===== src/rtl/wsc_pkg.sv =====
package wsc_pkg;

    typedef enum logic [2:0] {
        OP_SAVE     = 3'd0,
        OP_RESTORE  = 3'd1,
        OP_SAVED    = 3'd2,
        OP_RESTORED = 3'd3,
        OP_FLUSH    = 3'd4,
        OP_LOAD     = 3'd5
    } win_op_e;

    typedef enum logic {
        ST_READY = 1'b0,
        ST_TRAP  = 1'b1
    } wsc_state_e;

    localparam logic [8:0] TT_SPILL_BASE = 9'h080;
    localparam logic [8:0] TT_FILL_BASE  = 9'h0C0;
    localparam logic [8:0] TT_OTHER_FLAG = 9'h020;
    localparam logic [8:0] TT_CLEAN      = 9'h024;

    function automatic logic [8:0] make_vector(
        input logic [8:0] base,
        input logic       other,
        input logic [5:0] ws
    );
        if (other) begin
            return base | TT_OTHER_FLAG | {4'b0000, ws[5:3], 2'b00};
        end
        return base | {4'b0000, ws[2:0], 2'b00};
    endfunction

endpackage


===== src/rtl/wsc_ring_step.sv =====
module wsc_ring_step #(
    parameter int NWIN = 8,
    localparam int CW = $clog2(NWIN)
) (
    input  logic [CW-1:0] cur,
    output logic [CW-1:0] down,
    output logic [CW-1:0] up
);
    localparam logic [CW-1:0] TOP = CW'(NWIN - 1);

    generate
        if ((NWIN & (NWIN - 1)) == 0) begin : g_pow2
            assign down = cur - 1'b1;
            assign up   = cur + 1'b1;
        end else begin : g_general
            assign down = (cur == '0)  ? TOP : cur - 1'b1;
            assign up   = (cur == TOP) ? '0  : cur + 1'b1;
        end
    endgenerate
endmodule


===== src/rtl/wsc_decide.sv =====
module wsc_decide
    import wsc_pkg::*;
#(
    parameter int NWIN = 8,
    localparam int CW = $clog2(NWIN)
) (
    input  logic          valid,
    input  logic [2:0]    op,
    input  logic [5:0]    ws,
    input  logic [4*CW-1:0] ld,
    input  logic [CW-1:0] cs,
    input  logic [CW-1:0] cr,
    input  logic [CW-1:0] ow,
    input  logic [CW-1:0] cln,
    output logic [CW-1:0] cs_n,
    output logic [CW-1:0] cr_n,
    output logic [CW-1:0] ow_n,
    output logic [CW-1:0] cln_n,
    output logic          go_down,
    output logic          go_up,
    output logic          trap,
    output logic [8:0]    trap_code
);
    localparam logic [CW-1:0] SAVE_FULL = CW'(NWIN - 2);
    localparam logic [CW-1:0] CLEAN_TOP = CW'(NWIN - 1);

    win_op_e    op_e;
    logic       other_live;
    logic [8:0] spill_code;
    logic [8:0] fill_code;

    assign op_e       = win_op_e'(op);
    assign other_live = (ow != '0);
    assign spill_code = make_vector(TT_SPILL_BASE, other_live, ws);
    assign fill_code  = make_vector(TT_FILL_BASE, other_live, ws);

    always_comb begin
        cs_n      = cs;
        cr_n      = cr;
        ow_n      = ow;
        cln_n     = cln;
        go_down   = 1'b0;
        go_up     = 1'b0;
        trap      = 1'b0;
        trap_code = '0;
        if (valid) begin
            unique case (op_e)
                OP_SAVE: begin
                    if (cs == '0) begin
                        trap      = 1'b1;
                        trap_code = spill_code;
                    end else if (cln == cr) begin
                        trap      = 1'b1;
                        trap_code = TT_CLEAN;
                    end else begin
                        cs_n    = cs - 1'b1;
                        cr_n    = cr + 1'b1;
                        go_down = 1'b1;
                    end
                end
                OP_RESTORE: begin
                    if (cr == '0) begin
                        trap      = 1'b1;
                        trap_code = fill_code;
                    end else begin
                        cs_n  = cs + 1'b1;
                        cr_n  = cr - 1'b1;
                        go_up = 1'b1;
                    end
                end
                OP_SAVED: begin
                    cs_n = cs + 1'b1;
                    if (other_live) ow_n = ow - 1'b1;
                    else            cr_n = cr - 1'b1;
                end
                OP_RESTORED: begin
                    cr_n = cr + 1'b1;
                    if (cln < CLEAN_TOP) cln_n = cln + 1'b1;
                    if (other_live) ow_n = ow - 1'b1;
                    else            cs_n = cs - 1'b1;
                end
                OP_FLUSH: begin
                    if (cs != SAVE_FULL) begin
                        trap      = 1'b1;
                        trap_code = spill_code;
                    end
                end
                OP_LOAD: begin
                    cs_n  = ld[CW-1:0];
                    cr_n  = ld[2*CW-1:CW];
                    ow_n  = ld[3*CW-1:2*CW];
                    cln_n = ld[4*CW-1:3*CW];
                end
                default: begin
                end
            endcase
        end
    end
endmodule


===== src/rtl/wsc_unit.sv =====
module wsc_unit
    import wsc_pkg::*;
#(
    parameter int NWIN = 8,
    localparam int CW = $clog2(NWIN)
) (
    input  logic            clk,
    input  logic            rst_n,
    input  logic            req_valid,
    input  logic [2:0]      req_op,
    input  logic [5:0]      wstate,
    input  logic [4*CW-1:0] load_val,
    output logic [CW-1:0]   can_save,
    output logic [CW-1:0]   can_restore,
    output logic [CW-1:0]   other_win,
    output logic [CW-1:0]   clean_win,
    output logic [CW-1:0]   cwp,
    output logic            trap_valid,
    output logic [8:0]      trap_type
);
    wsc_state_e     state_q, state_d;
    logic [CW-1:0]  cs_q, cr_q, ow_q, cln_q, cwp_q;
    logic [CW-1:0]  cs_d, cr_d, ow_d, cln_d, cwp_d;
    logic [CW-1:0]  cwp_dn, cwp_up;
    logic           step_dn, step_up, trap_hit;
    logic [8:0]     code_d, code_q;

    wsc_decide #(.NWIN(NWIN)) u_decide (
        .valid     (req_valid),
        .op        (req_op),
        .ws        (wstate),
        .ld        (load_val),
        .cs        (cs_q),
        .cr        (cr_q),
        .ow        (ow_q),
        .cln       (cln_q),
        .cs_n      (cs_d),
        .cr_n      (cr_d),
        .ow_n      (ow_d),
        .cln_n     (cln_d),
        .go_down   (step_dn),
        .go_up     (step_up),
        .trap      (trap_hit),
        .trap_code (code_d)
    );

    wsc_ring_step #(.NWIN(NWIN)) u_ring (
        .cur  (cwp_q),
        .down (cwp_dn),
        .up   (cwp_up)
    );

    always_comb begin
        cwp_d = cwp_q;
        if (step_dn)      cwp_d = cwp_dn;
        else if (step_up) cwp_d = cwp_up;
    end

    always_comb begin
        unique case (state_q)
            ST_READY: state_d = trap_hit ? ST_TRAP : ST_READY;
            ST_TRAP:  state_d = trap_hit ? ST_TRAP : ST_READY;
            default:  state_d = ST_READY;
        endcase
    end

    always_ff @(posedge clk) begin
        if (!rst_n) begin
            state_q <= ST_READY;
            cs_q    <= CW'(NWIN - 2);
            cr_q    <= '0;
            ow_q    <= '0;
            cln_q   <= CW'(NWIN - 1);
            cwp_q   <= '0;
            code_q  <= '0;
        end else begin
            state_q <= state_d;
            cs_q    <= cs_d;
            cr_q    <= cr_d;
            ow_q    <= ow_d;
            cln_q   <= cln_d;
            cwp_q   <= cwp_d;
            code_q  <= trap_hit ? code_d : 9'h000;
        end
    end

    always_comb begin
        can_save    = cs_q;
        can_restore = cr_q;
        other_win   = ow_q;
        clean_win   = cln_q;
        cwp         = cwp_q;
        unique case (state_q)
            ST_TRAP: begin
                trap_valid = 1'b1;
                trap_type  = code_q;
            end
            default: begin
                trap_valid = 1'b0;
                trap_type  = 9'h000;
            end
        endcase
    end
endmodule


===== config.mk =====
export PLATFORM = sky130hd
export DESIGN_NAME = wsc_unit
export DESIGN_NICKNAME = d
export VERILOG_FILES = /design/src/rtl/wsc_pkg.sv /design/src/rtl/wsc_ring_step.sv /design/src/rtl/wsc_decide.sv /design/src/rtl/wsc_unit.sv
export SDC_FILE = /design/constraint.sdc
export NUM_CORES = 1
export LEC_CHECK = 0
export BUFFER_PORTS_ARGS = -buffer_cell sky130_fd_sc_hd__buf_4
export CAP_MARGIN = 15
export CORE_UTILIZATION = 25
export DETAILED_ROUTE_END_ITERATION = 12
export SYNTH_ARGS = -nofsm -noshare
export SYNTH_HDL_FRONTEND = slang
export SYNTH_SLANG_ARGS = --single-unit

===== constraint.sdc =====
create_clock -name clk -period 2.5 [get_ports clk]
set_clock_uncertainty 0.05 [all_clocks]
set_input_delay 0.625 -clock clk [delete_from_list [all_inputs] [get_ports clk]]
set_output_delay 0.625 -clock clk [all_outputs]
set_load 0.01 [all_outputs]

* Word level (Yosys, flattened, before mapping)
Index checks and enable logic that the tools add are counted.
Operators by class: shift operators 0, equality and inequality tests 14, reduce and logical (&&, ||, !) cells 14, $mul 0, bitwise logic cells 0, order comparisons 1, add/subtract/negate cells 8, muxes and demuxes 42, div/mod/pow operators 0
Operators by type and width (number):
- $mux W9 | 8
- $mux W3 | 12
- $pmux W3 S5 | 2
- $pmux W9 S3 | 1
- $mux W1 | 15
- $add A3 B1 Y3 const B | 4
- $pmux W3 S2 | 2
- $reduce_and A6 Y1 | 2
- $sub A3 B1 Y3 const B | 4
- $ne A2 B2 Y1 const B | 5
- $logic_not A3 Y1 | 3
- $reduce_and A3 Y1 | 3
- $eq A3 B2 Y1 const B | 2
- $eq A3 B3 Y1 const B | 2
- $mux W6 | 1
- $reduce_bool A2 Y1 | 3
- $reduce_bool A5 Y1 | 1
- $ne A2 B1 Y1 const B | 2
- $eq A3 B1 Y1 const B | 1
- $eq A3 B3 Y1 | 1
- $lt A3 B3 Y1 const B | 1
- $ne A3 B3 Y1 const B | 1
- $pmux W1 S3 | 1
- $reduce_bool A3 Y1 | 1
- $reduce_or A2 Y1 | 1
Storage, ports and cells: flip-flop bits (word level) 25, memory bits (writable) 0, memories 0, logic and storage cells 86, bits in read-only memories 0, bits in latches 0, output and inout port bits 25

* Longest topological paths before layout
Gate-level depths: netlist of the first run.
word-level depth 6, mapped depth 9, gate-level depth less buffers 8

* Cells and area by module
Synthesis of the first run repeated with hierarchy kept, for this count alone.
Unflattened totals: cell total of the unflattened synthesis 235, area, all modules 1846.8 um^2
Modules (own cells, without submodules):
- wsc_decide | cells each 160, instances 1, area each 997.2 um^2, seq. area each 0.0 um^2
- wsc_unit | cells each 67, instances 1, area each 788.3 um^2, seq. area each 500.5 um^2
- wsc_ring_step | cells each 8, instances 1, area each 61.3 um^2, seq. area each 0.0 um^2

* Worst setup path before layout of the first run
OpenSTA, ideal clock, no wires.
kind input to register, from input req_op[2], to register cr_q[2] (netlist: can_restore[2]), cell stages on the path 9, path buffers 2, required time 2.318 ns, setup time 0.132 ns, arrival time 2.242 ns, slack 0.076 ns, cells stage by stage buf_4 > buf_2 > a21oi_1 > fa_1 > xor2_1 > mux2_2 > a2bb2oi_1 > nand4_1 > a21oi_2
On the way: word-level cells in the longest chain between the ends 3
Ends and longest elaborated chain:
- start: declaration | RTL line wsc_unit.sv:10 | input logic [2:0] req_op,
- $eq A3 B3 Y1, or another cell as far along | RTL line wsc_decide.sv:47 | unique case (op_e)
- $reduce_bool A5 Y1 (no source line) / $ne A2 B2 Y1 (equally long branches)
- $reduce_and A6 Y1 (no source line)
- end signal: assignment | RTL line wsc_unit.sv:79 | cr_q <= cr_d;
- end: declaration | RTL line wsc_unit.sv:22 | logic [CW-1:0] cs_q, cr_q, ow_q, cln_q, cwp_q;
Several ways; a longest one is shown, not always the timed one. A chain may end at the register's enable or synchronous reset.

* Final worst setup path of the first run
from input req_op[1], to register cr_q[2] (netlist: can_restore[2])
Same word-level chain as after synthesis.

==> results of run 1 <==
## worst register-to-register path, stage by stage, from the launching register on
cell and delay (ns):
dfxtp_1 0.49, xor2_1 0.23, nor3_1 0.11, or2_2 0.32, fa_1 0.38, nand4_1 0.10
o22ai_1 0.09, xnor2_1 0.16, nor2_1 0.05
## power by group through the flow
stage               Combinational (mW)  Clock [mW]  Sequential, mW
global route                     0.286       0.292           0.395
floorplan                        0.163           0           0.401
global placement                 0.254           0           0.399
finish                           0.255       0.266           0.391
detailed placement               0.256           0           0.400
CTS                              0.257       0.274           0.391
## worst min path at each step
stage,end,cells after the start,start
after CTS,other_win[1],2,other_win[1]
after global placement,other_win[1],2,other_win[1]
after detailed placement,other_win[1],2,other_win[1]
final,other_win[1],2,other_win[1]
after global routing,other_win[1],2,other_win[1]
after floorplan,other_win[1],2,other_win[1]
## per-stage QoR
stage | util (%) | power (mW) | std cells
2_1_floorplan | - | 0.564 | 191
3_3_place_gp | 32.8 | 0.653 | 305
3_5_place_dp | 32.8 | 0.656 | 305
4_1_cts | 33.7 | 0.922 | 309
5_1_grt | 33.7 | 0.973 | 309
6_report | 33.7 | 0.913 | 309
## flip-flops by register name, indices dropped and copies added, names as in the netlist
register,cells
other_win,3
can_save,3
state_q,1
cwp,3
clean_win,3
code_q,6
can_restore,3
## cell type report
cell class,count,share of cell area (%)
clock buffers,4,2.77
inverters,10,1.89
multi-input cells,147,49.1
flip-flops and latches,22,22.2
well taps,75,4.73
repair buffers,51,19.3
## per-layer routing
metal,vias up,part of all wire (%),wire [um]
met2,34,48,1850
met1,679,47,1810
li1,750,-,-
met4,0,0.87,34
met5,-,0,0
met3,4,4.9,190
## kinds of logic (layout without fill, tap and decap cells)
kind of cell    Yosys count  after routing  synth area share (%)
flops                    22             22                  28.9
xor+xnor                  7              7                  4.02
fa+ha+maj                 6              6                  6.40
buf+inv                  22             65                  7.63
other cells               1              3                 0.246
simple gates             75             75                  26.7
mux                       4              4                  2.79
compound gates           52             52                  23.4
## synthesized netlist by cell type (3+ instances only)
library cell / count / share of area, %
a211oi_1: 3 / 1.5
a21oi_1: 14 / 4.6
a31oi_1: 6 / 2.5
and2_1: 9 / 3.7
buf_2: 3 / 0.98
buf_4: 6 / 3.0
dfxtp_1: 22 / 29
fa_1: 3 / 3.9
ha_1: 3 / 2.5
inv_1: 10 / 2.5
nand2_1: 20 / 4.9
nand2b_1: 7 / 2.9
nand3_1: 6 / 2.0
nand4_1: 3 / 1.2
nor2_1: 9 / 2.2
nor2b_1: 5 / 2.1
nor3_1: 4 / 1.3
o211ai_1: 3 / 1.5
o21ai_0: 6 / 2.0
o21ai_1: 4 / 1.3
or2_2: 3 / 1.2
xnor2_1: 3 / 1.7
xor2_1: 4 / 2.3
==> impl_results.md, run 1 <==
* Status: complete, no violations
* Detailed Route Iter0 Violations at 70
* Sequential Area at 440 sq um
* Most common cell after layout, fill and taps aside: buf_4
* Worst EP required at 2.60 ns
* Reg2Reg Capture Point: cwp[2]
* Layout cells sized above 1 at 29.1%
* H-tree Lvls at 1
* Pint at 0.633 mW
* CP max stage delay at 0.37 ns
* Clock buffer count from CTS at 3
* Worst Setup End Kind: register
* Cell Chain, Critical Path: buf_4 -> nand2b_2 -> a21oi_1 -> fa_1 -> xor2_1 -> mux2_2 -> a2bb2oi_1 -> nand4_1 -> a21oi_2
* CP max stage cell: mux2_2
* GR Layer Usage met1 at 16.6%
* Fin crit share at 89.2%
* Post-Synthesis Cells at 189
* FF-to-FF setup slack at 0.40 ns
* Synth Register Bits at 22
* Initial core utilization at 25.9%
* Gr busiest metal: met2
* Clock Path Buffers at 2
* R2R depth at 8
* Main synth FF type: dfxtp_1
* Pin count of the biggest net entering global routing at 14
* Total die area at 0.00642 sq mm
* DRT Pass-1 Iters at 4
* Area growth from synthesis to layout at 30.2%
* Met3 Usage GRT at 2.84%
* Cell Area, Synth at 0.00153 sq mm
* Vias in the first global route at 1436
* Global Route Usage Sum at 13.3%
* Final Hold Fails at 0
* Maximum clock rate at 449 MHz
* M2 GR Usage at 22.5%
* Slew Viols, Final at 0
* Worst Setup SP: req_op[1]
* Core Box Area at 0.00589 sq mm
* WL/cell at 12.6 um
* Post-route minimum period at 2.23 ns
* Final ANT Viol Nets at 0
* Most frequent cells in the layout: buf_4, dfxtp_1, nand2_1, a21oi_1, inv_1
* Clock latency on the worst-skew pair at 0.27 ns
* PortBufs at 45
* Post-route cell area at 0.00199 sq mm
* CTS tree: built
* Nets at 265
* Pleak at 0.855 nW
* # fillers at 631
* Register area share after synthesis at 28.9%
* VDD IR-drop max at 0.200 mV
* Buf+Inv Stages, Crit Path at 1
* FP Rows at 28
* RSZ-0062 raised after global routing: no
* Hold_ws at 0.433 ns
* Total Neg Setup Slack at 0 ns
* CP top delay family: compound AO/OA/AOI/OAI gates
* Async S/R FF share, synth at 0%
* First-pass GRT wire length at 6590 um
* Die height at 80.1 um
* Post-CTS Hold Fix Bufs at 0
* Clock power share at 29.2%
* Final WS setup at 0.270 ns
* Area of the multi-input gates at 976 sq um
* Post-CTS sizing at 0
* Post-DP Area at 0.00193 sq mm
* Mean Syn Cell Area at 8.07 sq um
* Switching share of power at 30.6%
* Clock sinks at 22
* Final setup violation count at 0
* Ant diodes at 0
* Signal arrival time at the worst endpoint at 2.33 ns
* Routability cong. at 0.819
* Yosys cell types at 50
* HPWL after DPL at 3060 um
* Global route total overflow at 0
* Width of the die at 80.1 um
* Sw Pwr at 0.280 mW
* Setup crit end: can_restore[2]
* Max-Cap Viols at 0
* Drc violations at 0
* Post-CTS Setup Bufs at 0
* WL final at 3890 um
* Kind of critical path: input port to register
* Post-synth EDFFs at 0
* Cell Pwr Density at 460 mW/mm^2
* R2r startpoint: can_restore[0]
* Clock root buffer: clkbuf_8
* Via count at 1467
* Combinational power share at 28.0%
* DP Worst Slack at -0.0230 ns
* WP depth at 9
* Part of the power in registers at 42.9%
* Hold Crit Class: register to register
* Via/cell ratio at 4.75
* Crit-path max FO at 5
* Clk pin slew, worst setup/hold paths at 0.09 ns
* Synth warn at 0
* Ports at 49
* Initial antenna violation count at 0
* Startpoint types: input port
No activity file was read; power rests on OpenSTA's default activity.
==> inputs of run 2 (changes only) <==
--- a/config.mk
+++ b/config.mk
@@ -5,6 +5,7 @@
 export SDC_FILE = /design/constraint.sdc
 export NUM_CORES = 1
 export LEC_CHECK = 0
+export ABC_AREA = 1
 export BUFFER_PORTS_ARGS = -buffer_cell sky130_fd_sc_hd__buf_4
 export CAP_MARGIN = 15
 export CORE_UTILIZATION = 25
==> impl_results.md, run 2 <==
* Main synth FF type: dfxtp_1
* Post-layout util at 33.7%
* Crit-path max FO at 5
* WL/cell at 10.2 um
* Area growth from synthesis to layout at 29.4%
* Post-CTS Setup Bufs at 0
* Global route total overflow at 0
* Initial antenna violation count at 0
* Nets at 311
* WL final at 3640 um
* Placed cells at 351
* Non-Filler Instances at 355
* Ant diodes at 0
* HPWL after DPL at 2960 um
* Reg with most FFs: code_q
* Mean Syn Cell Area at 6.59 sq um
* Sequential Area at 440 sq um
* Post-CTS sizing at 0
* Pin count of the biggest net entering global routing at 17
* Total die area at 0.00648 sq mm
* Buf+Inv Stages, Crit Path at 2
* Synth Register Bits at 22
* Vias in the first global route at 1397
* Clock buffer count from CTS at 3
* Cell Pwr Density at 446 mW/mm^2
* Worst Setup SP: req_op[1]
* Status: complete, no violations
* Fin crit share at 85.0%
* CP max stage cell: fa_1
* Area leader, netlist: dfxtp_1
* Final Hold Fails at 0
* Max-Cap Viols at 0
* # fillers at 647
* Hold Crit Class: register to register
* Final ANT Viol Nets at 0
* Post-synth EDFFs at 0
* CP max stage delay at 0.40 ns
* Die height at 80.5 um
* Signal arrival time at the worst endpoint at 2.23 ns
* Routability cong. at 0.809
* CTS tree: built
* Post-Synthesis Cells at 234
* Most frequent cells after synthesis: nand2_1, inv_1, nor2_1
* Tot Pwr at 0.890 mW
* Layout cells sized above 1 at 26.8%
* FP Rows at 28
* H-tree Lvls at 1
* DRT Pass-1 Iters at 4
* Dominant cells by area after synthesis: dfxtp_1, nand2_1, inv_1, nor2_1, nand3_1
* CP top delay family: simple AND/OR/NAND/NOR gates
* R2r startpoint: can_restore[0]
* Register area share after synthesis at 28.6%
* Via/cell ratio at 4.35
* Maximum clock rate at 471 MHz
* Max reg flops at 6
* Clock root buffer: clkbuf_8
* RSZ-0062 raised after global routing: no
* Detailed Route Iter0 Violations at 25
* Synth warn at 0
* Most common cell after layout, fill and taps aside: nand2_1
* PortBufs at 45
* Worst EP required at 2.61 ns
* VDD IR-drop max at 0.237 mV
* Global Route Usage Sum at 12.0%
* Startpoint types: input port
* Slew Viols, Final at 0
* Clk pin slew, worst setup/hold paths at 0.08 ns
* Initial core utilization at 26.0%
* Most frequent cells in the layout: nand2_1, buf_4, inv_1, nor2_1, dfxtp_1
* Most common cell in the netlist: nand2_1
* Clock latency on the worst-skew pair at 0.26 ns
* Area of the multi-input gates at 928 sq um
* Hold_ws at 0.459 ns
* Worst Min Path Start: other_win[1]
* Async S/R FF share, synth at 0%
* Cell Chain, Critical Path: buf_4 -> inv_2 -> nand2_2 -> nor3_1 -> nand3_2 -> fa_1 -> or2_1 -> a21oi_1 -> nor2_1
* Core Box Area at 0.00592 sq mm
* Pleak at 1.03 nW
* Via count at 1544
* Drc violations at 0
* First-pass GRT wire length at 6060 um
* Post-synth top area share at 28.6%
* Total Neg Setup Slack at 0 ns
* Post-CTS Hold Fix Bufs at 0
* Clock sinks at 22
* Ports at 49
* Worst Setup End Kind: register
* Post-route minimum period at 2.12 ns
* Kind of critical path: input port to register
* Clock Path Buffers at 2
* Yosys cell types at 30
* Width of the die at 80.5 um
* Final setup violation count at 0
* Cell Area, Synth at 0.00154 sq mm
==> run 2: cell types whose count changed after synthesis, moves of 9 or more <==
cell,delta
inv_1,+20
and2_1,-9
nor2_1,+15
nand2_1,+48
nand3_1,+10
==> run 2: cell families (layout without fill, tap and decap cells) <==
kind of cell	Yosys count	count (layout)	share of synthesized area (%)
mux	1	1	0.649
compound gates	26	26	9.90
simple gates	134	134	40.9
xor+xnor	3	3	1.70
buf+inv	41	85	11.7
other cells	1	3	0.243
flops	22	22	28.6
fa+ha+maj	6	6	6.33
==> run 2: final cells by class <==
class	instances	share of cell area, %
well taps	75	4.71
clock buffers	4	2.76
repair buffers	46	17.3
flip-flops and latches	22	22.1
inverters	35	6.59
multi-input cells	173	46.5
==> run 2: report_power, final <==
| part | internal, mW | switching, mW |
|---|---|---|
| clock | 0.140 | 0.112 |
| combinational | 0.108 | 0.141 |
| sequential | 0.368 | 0.0205 |
| total | 0.616 | 0.274 |
==> run 2: worst register-to-register path, stage by stage (launching register included) <==
cell and delay (ns):
dfxtp_1 0.36, inv_1 0.12, nand2_1 0.06, nand2_1 0.07
nor2_1 0.08, nand2_1 0.10, nand3_2 0.12, fa_1 0.40
or2_1 0.25, a21oi_1 0.14, nor2_1 0.05
==> run 2: final timing paths <==
| kind | to | slack [ns] | depth (start not counted) |
|---|---|---|---|
| worst max-delay path | cwp[2] | 0.38 | 9 |
| worst min register to register | other_win[1] | 0.46 | 2 |
| worst max register to register | cwp[2] | 0.60 | 10 |
| worst min-delay path | other_win[1] | 0.46 | 2 |
==> run 2: stage by stage <==
stage | instance area [sq um] | setup slack, ns
2_1_floorplan | 1550 | 0.397
3_3_place_gp | 1940 | 0.130
3_5_place_dp | 1940 | 0.115
4_1_cts | 1990 | 0.389
5_1_grt | 1990 | 0.281
6_report | 1990 | 0.375
==> run 2: layer usage <==
metal / up-vias / global-route usage (%) / part of all wire (%)
met4: 0 / 4.11 / 1.8
met2: 36 / 20.9 / 46
li1: 824 / - / -
met3: 6 / 3.18 / 5.1
met1: 678 / 14.0 / 47
met5: - / 0 / 0
==> inputs of run 3 (changes only) <==
==> constraint.sdc (replaced) <==
create_clock -name clk -period 2.17 [get_ports clk]
set_clock_uncertainty 0.05 [all_clocks]
set_input_delay 0.5425 -clock clk [delete_from_list [all_inputs] [get_ports clk]]
set_output_delay 0.5425 -clock clk [all_outputs]
set_load 0.01 [all_outputs]
==> impl_results.md, run 3 (same netlist as run 2, synthesis figures left out) <==
* Ant diodes at 0
* CP max stage cell: fa_1
* CP max stage delay at 0.39 ns
* Initial antenna violation count at 0
* Signal arrival time at the worst endpoint at 2.03 ns
* Most used cell, CP: buf_4
* Die height at 80.5 um
* Worst Setup End Kind: register
* Cell Chain, Critical Path: buf_4 -> inv_2 -> nand2_2 -> nor3_1 -> buf_4 -> nand3_2 -> fa_1 -> or2_1 -> a21oi_1 -> nor2_1
* Clk pin slew, worst setup/hold paths at 0.08 ns
* Crit-path max FO at 3
* Routability cong. at 0.792
* Final WS setup at 0.245 ns
* Clock root buffer: clkbuf_8
* Final setup violation count at 0
* Core Box Area at 0.00592 sq mm
* Most frequent cells in the layout: nand2_1, buf_4, inv_1, nor2_1, dfxtp_1
* Worst Min Path Start: other_win[1]
* Tot Pwr at 1.04 mW
* Post-CTS Setup Bufs at 0
* Nets at 320
* Post-CTS Hold Fix Bufs at 0
* Status: complete, no violations
* Detailed Route Iter0 Violations at 63
* Pleak at 1.07 nW
* Final Hold Fails at 0
* DP Worst Slack at -0.0429 ns
* Area growth from synthesis to layout at 33.8%
* RSZ-0062 raised after global routing: no
* Reg with most FFs: code_q
* Slew Viols, Final at 0
* Max-Cap Viols at 0
* WL final at 3670 um
* # fillers at 653
* Via count at 1546
* R2r startpoint: can_restore[0]
* Post-CTS sizing at 0
* Worst EP required at 2.28 ns
* Kind of critical path: input port to register
* Pin count of the biggest net entering global routing at 17
* Clock buffer count from CTS at 3
* FP Rows at 28
* Worst Setup SP: req_op[0]
* Final ANT Viol Nets at 0
* Post-route minimum period at 1.93 ns
* Cell Pwr Density at 505 mW/mm^2
* DRT Pass-1 Iters at 4
* Initial core utilization at 26.0%
* Clock sinks at 22
* Fin crit share at 88.7%
* Vias in the first global route at 1441
* Global Route Usage Sum at 12.7%
* Ports at 49
* Drc violations at 0
* Layout cells sized above 1 at 29.1%
* Clock latency on the worst-skew pair at 0.26 ns
* Maximum clock rate at 519 MHz
* Via/cell ratio at 4.25
* Hold_ws at 0.458 ns
* Width of the die at 80.5 um
* Total Neg Setup Slack at 0 ns
* HPWL after DPL at 3030 um
* Most common cell after layout, fill and taps aside: nand2_1
* WL/cell at 10.1 um
* Max reg flops at 6
* H-tree Lvls at 1
* Hold Crit Class: register to register
* VDD IR-drop max at 0.267 mV
* PortBufs at 45
* Startpoint types: input port
* Global route total overflow at 0
* CTS tree: built
* First-pass GRT wire length at 6440 um
* Total die area at 0.00648 sq mm
* Clock Path Buffers at 2
[run 3: changes by cell type in the layout (fill, tap and decap cells not counted)]
cell and delta:
buf_4 +9
[run 3: metal layers]
| metal | global-route usage [%] | part of all wire (%) | vias up |
|---|---|---|---|
| met3 | 1.70 | 4.0 | 4 |
| met5 | 0 | 0 | - |
| met1 | 16.3 | 46 | 669 |
| met4 | 4.29 | 1.2 | 0 |
| met2 | 21.5 | 48 | 29 |
| li1 | - | - | 844 |
[run 3: worst paths after layout]
path | end | slack [ns] | cells past startpoint
hold reg to reg | other_win[1] | 0.46 | 2
setup / recovery | cwp[2] | 0.24 | 10
hold / removal | other_win[1] | 0.46 | 2
setup reg to reg | cwp[1] | 0.28 | 9
[run 3: power breakdown]
group          internal (mW)  switching, mW
clock network          0.162          0.135
logic                  0.133          0.164
registers              0.424         0.0235
total                  0.719          0.323
[run 3: final cells by class]
type                            instances  area (sq um)  area share (%)
Tap cell                               75          93.8            4.55
Clock buffer                            4          55.1            2.67
Multi-Input combinational cell        173           928            45.0
Sequential cell                        22           440            21.4
Inverter                               35           131            6.37
Timing Repair Buffer                   55           413            20.0
[run 3: worst max-delay path, delay by kind of cell]
family                     cells  cell delay (ns)
adders and majority gates      1             0.39
AOI/OAI and AO/OA              1             0.14
buffers and inverters          3             0.32
and+or+nand+nor                5             0.64
[run 3: through the flow]
step           area, sq um  cells  utilization (%)
6_report              2060    364             34.8
5_1_grt               2060    364             34.8
4_1_cts               2060    364             34.8
3_5_place_dp          2010    360             33.9
3_3_place_gp          2010    360             33.9
2_1_floorplan         1550    236                -
